`config.mk`:
```
export PLATFORM = sky130hd
export DESIGN_NAME = pow2_clk_div
export DESIGN_NICKNAME = d
export VERILOG_FILES = /design/src/rtl/pow2_clk_div_pkg.sv /design/src/rtl/pow2_stage_chain.sv /design/src/rtl/pow2_tap_mux.sv /design/src/rtl/pow2_clk_div.sv
export SDC_FILE = /design/constraint.sdc
export NUM_CORES = 1
export LEC_CHECK = 0
export CORE_AREA = 2 2 39 41
export DETAILED_ROUTE_END_ITERATION = 8
export DIE_AREA = 0 0 41 43
export PLACE_DENSITY = 0.57
export SETUP_SLACK_MARGIN = 0.05
export SYNTH_ARGS = -nofsm -noshare
export SYNTH_HDL_FRONTEND = slang
export SYNTH_HIERARCHICAL = 1
export SYNTH_SLANG_ARGS = --single-unit
export TNS_END_PERCENT = 1
```
`constraint.sdc`:
```
create_clock -name clk_i -period 1.8 [get_ports clk_i]
set_input_delay 0.54 -clock clk_i [delete_from_list [all_inputs] [get_ports clk_i]]
set_output_delay 0.54 -clock clk_i [all_outputs]
set_load 0.005 [all_outputs]
```
`src/rtl/pow2_clk_div_pkg.sv`:
```
package pow2_clk_div_pkg;

  // Number of halving stages in the chain.
  localparam int unsigned STAGES_DEF = 7;

  // Width of a select word able to name every stage plus the bypass.
  function automatic int unsigned sel_width(input int unsigned stages);
    return $clog2(stages + 1);
  endfunction

  // Stage index addressed by a select code (code 0 is the deepest stage).
  function automatic int unsigned code_to_stage(input int unsigned code,
                                                input int unsigned stages);
    return stages - 1 - code;
  endfunction

endpackage

```
`src/rtl/pow2_stage_chain.sv`:
```
module pow2_stage_chain #(
  parameter int unsigned STAGES = 7
) (
  input  logic              clk_i,
  input  logic              rst_i,
  output logic [STAGES-1:0] stage_o
);

  logic [STAGES-1:0] cnt_q;

  // A single synchronous counter: bit k toggles when bits below it are all ones.
  always_ff @(posedge clk_i) begin
    if (rst_i) cnt_q <= '0;
    else       cnt_q <= cnt_q + 1'b1;
  end

  assign stage_o = cnt_q;

endmodule

```
`src/rtl/pow2_tap_mux.sv`:
```
module pow2_tap_mux
  import pow2_clk_div_pkg::*;
#(
  parameter int unsigned STAGES = 7,
  localparam int unsigned SEL_W = sel_width(STAGES),
  localparam int unsigned CODES = 1 << SEL_W
) (
  input  logic              clk_i,
  input  logic [STAGES-1:0] stage_i,
  input  logic [SEL_W-1:0]  sel_i,
  output logic              tap_o
);

  logic [CODES-1:0] taps;

  // Codes below STAGES select a stage (deepest first); the rest bypass.
  for (genvar c = 0; c < CODES; c++) begin : g_tap
    if (c < STAGES) begin : g_stage
      assign taps[c] = stage_i[code_to_stage(c, STAGES)];
    end else begin : g_bypass
      assign taps[c] = clk_i;
    end
  end

  always_comb begin
    tap_o = taps[sel_i];
  end

endmodule

```
`src/rtl/pow2_clk_div.sv`:
```
module pow2_clk_div
  import pow2_clk_div_pkg::*;
#(
  parameter int unsigned STAGES = STAGES_DEF,
  localparam int unsigned SEL_W = sel_width(STAGES)
) (
  input  logic             clk_i,
  input  logic             rst_i,
  input  logic [SEL_W-1:0] sel_i,
  output logic             div_clk_o
);

  logic [STAGES-1:0] stage_q;

  pow2_stage_chain #(.STAGES(STAGES)) chain_i (
    .clk_i   (clk_i),
    .rst_i   (rst_i),
    .stage_o (stage_q)
  );

  pow2_tap_mux #(.STAGES(STAGES)) mux_i (
    .clk_i   (clk_i),
    .stage_i (stage_q),
    .sel_i   (sel_i),
    .tap_o   (div_clk_o)
  );

endmodule

```
# [Word-level counts from Yosys, hierarchy flattened]
# Index checks and enable logic that the tools add are counted.
[classes] n_addsub=1 magnitude_cmp=1 muxes=2
[ops] operator="$add A7 B1 Y7 const B" count=1
[ops] operator="$lt A3 B4 Y1 const B" count=1
[ops] operator="$bmux W1 S3" count=1
[ops] operator="$mux W1" count=1
[word_totals] ff_bits=7 inputBits=5 out_inout_bits=1 word_cells=5

# [Depth between registers and ports, before layout]
[logic_depth] word_depth=2 depth_mapped=4 mapped_depth_nobuf=4

# [By module]
# The synthesis kept the hierarchy.
[by_module_without_submodules] mod="pow2_stage_chain" n_inst=1 cells_per_inst=29 area_per_inst_um2=275.3 seq_area_each_um2=140.1
[by_module_without_submodules] mod="pow2_tap_mux" n_inst=1 cells_per_inst=3 area_per_inst_um2=63.8 seq_area_each_um2=0.0

==> metrics.md <==
| Metric | Value |
|---|---|
| Status | finished, violations left |
| Violated checks | setup timing |
| Post-Synthesis Cells | 32 |
| Slew Limit Fails | 0 |
| Overall Power | 469 µW |
| Setup Skew | 6.89 ps |
| Int Pwr | 372 µW |
| Vias in the first global route | 313 |
| CP max-delay cell | mux4_2 |
| Placed insts | 60 |
| Worst setup SP type | clock port |
| Die height | 43 µm |
| Die area | 0.00176 mm² |
| GRT Residual Overflow | 0 |
| Leak | roughly 0.00021 µW |
| Seq cells post-synth | 7 |
| Syn_nets | 38 |
| # Max-Cap Violations | 0 |
| GPL Wtd Cong | 0.646 |
| First-pass GRT wire length | 1200 µm |
| Layout cell share with drive strength beyond 1 | 0.340 |
| Final setup margin | -557 ps |
| Number of DRC markers in iteration 0 | 11 |
| Clock slew at reported path FFs | 50 ps |
| Cell Pwr Density | 919 mW/mm² |
| # diodes | 0 |
| RSZ-0062 raised after global routing | true |
| Skew-Pair Late Insertion Delay | 370 ps |
| IO buf count | 5 |
| Final setup viols | 1 |
| CP Cell Sequence | buf_8 > mux4_2 > mux2_4 > buf_6 |
| Antenna violations before repair | 0 |
| Post-CTS setup buffer count | 0 |
| CP Data Required Time | roughly 1300 ps |
| Routed WL | approximately 710 µm |
| CTS tree | built |
| Largest net degree at the start of global routing | 7 |
| Initial Util | 0.245 |
| Mapped Area | 339 µm² |
| Slew Limit Headroom | 0.855 |
| Crit path kind | clock port to output pin |
| Hold Slack | roughly 530 ps |
| Switching share of total power | 0.207 |
| Syn avg cell area | ~11 µm² |
| Remaining antenna violation count | 0 |
| Final core utilization | 0.369 |
| Crit path capture type | output pin |
| Crit Path Max Fanout | 2 |
| Flop pwr share | 0.349 |
| Yosys cell types | 15 |
| Drt first pass iters | 3 |
| Worst Tran Pin Value | between 200 and 250 ps |
| Std cell rows | 14 |
| Die X | 41 µm |
| Setup TNS | -557 ps |
| Largest register FFs | 7 |
| # IOs | 6 |
| Vias per inst | 4.56 |
| Net Sw Power | 97.3 µW |
| Area grow syn2layout | 50.6% |
| Core area | between 0.001 and 0.0015 mm² |
| Drt drc | 0 |
| Tot GR Track Use | 0.122 |
| Final nets | 57 |
| Power share of the combinational group | 0.076 |
| Vias | 301 |
| Max stage delay on crit path | 440 ps |
| Hold Crit Class | flip-flop to flip-flop |
| Clk network pwr share | 0.575 |
| Syn. warnings | 6 |
| Critical path arrival | 1820 ps |
| Final-report hold violation count | 0 |
| Non-Filler Instances | 66 |
| Sequential element share of the synthesized area | 0.413 |
| Max VDD drop | 0.244 mV |
| Most frequent cells in the layout | buf_4, dfxtp_1, nor2_1 |
| Most common cell after layout, fill and taps aside | buf_4 |
| WL/cell | 10.7 µm |
## per-stage QoR
stage,instance area [µm²],setup WS (ps)
after floorplan,339,-343
after global placement,462,-1040
after detailed placement,462,-1070
after CTS,509,-582
after global routing,510,-585
final,510,-557
## power groups by stage
stage | Sequential, µW | Clock (µW) | Combinational, µW
floorplan | 168 | 17.0 | 13.4
global placement | 167 | 24.9 | 35.4
detailed placement | 167 | 24.9 | 36.3
CTS | 164 | 267 | 36.5
global route | 164 | 294 | 38.9
finish | 164 | 270 | 35.7
## layout make-up
| type | count | area, µm² |
|---|---|---|
| clock buffer | 7 | 60.1 |
| fill | 142 | 873 |
| multi-input combinational | 24 | 191 |
| sequential | 7 | 140 |
| tap | 16 | 20.0 |
| timing repair buffer | 12 | 98.8 |
## cells in the mapped netlist
cell type  n  share of area
dfxtp_1    7           0.41
nor2_1     6          0.066
mux4_1     2           0.15
nand2_1    2          0.022
nand3_1    2          0.030
nor4_1     2          0.037
o21bai_1   2          0.044
xor2_1     2          0.052
buf_4      1          0.022
ha_1       1          0.037
mux2_2     1          0.033
nand2b_1   1          0.018
nor2b_1    1          0.018
or2b_2     1          0.026
xnor2_1    1          0.026
## timing repair
item	in CTS	in global routing
cloned	0	0
endpoints found under the setup margin	1	1
hold buffers	0	0
resized for setup	7	1
pin swaps	0	0
## metal layers
| metal | track usage | vias up | share of wire |
|---|---|---|---|
| li1 | - | 149 | - |
| met1 | 0.107 | 135 | 0.40 |
| met2 | 0.141 | 11 | 0.45 |
| met3 | 0.0628 | 6 | 0.082 |
| met4 | 0.207 | 0 | 0.062 |
| met5 | 0 | - | 0 |
## final timing paths
check	endpoint	slack [ps]	from	cells past startpoint
worst max-delay path	div_clk_o	-560	clk_i	4
worst min-delay path	chain_i/stage_o[0]	530	chain_i/stage_o[0]	2
worst max register to register	chain_i/stage_o[6]	570	chain_i/stage_o[0]	5
worst min register to register	chain_i/stage_o[0]	530	chain_i/stage_o[0]	2
## kinds of logic (layout without fill, tap and decap cells)
group,count (synthesis),after routing,share of synthesized area
AND/OR/NAND/NOR,15,15,0.218
flip-flops,7,7,0.413
XOR/XNOR,3,3,0.0775
multiplexers,3,3,0.188
AO/OA/AOI/OAI,2,2,0.0443
adder cells (fa/ha/maj),1,1,0.0369
buffers and inverters,1,19,0.0221
## worst max-delay path: cells and delay by family
kind | cells | cell delay [ps]
mux | 2 | 710
buf+inv | 2 | 200
Note: power is estimated with default switching activity, not from simulation.
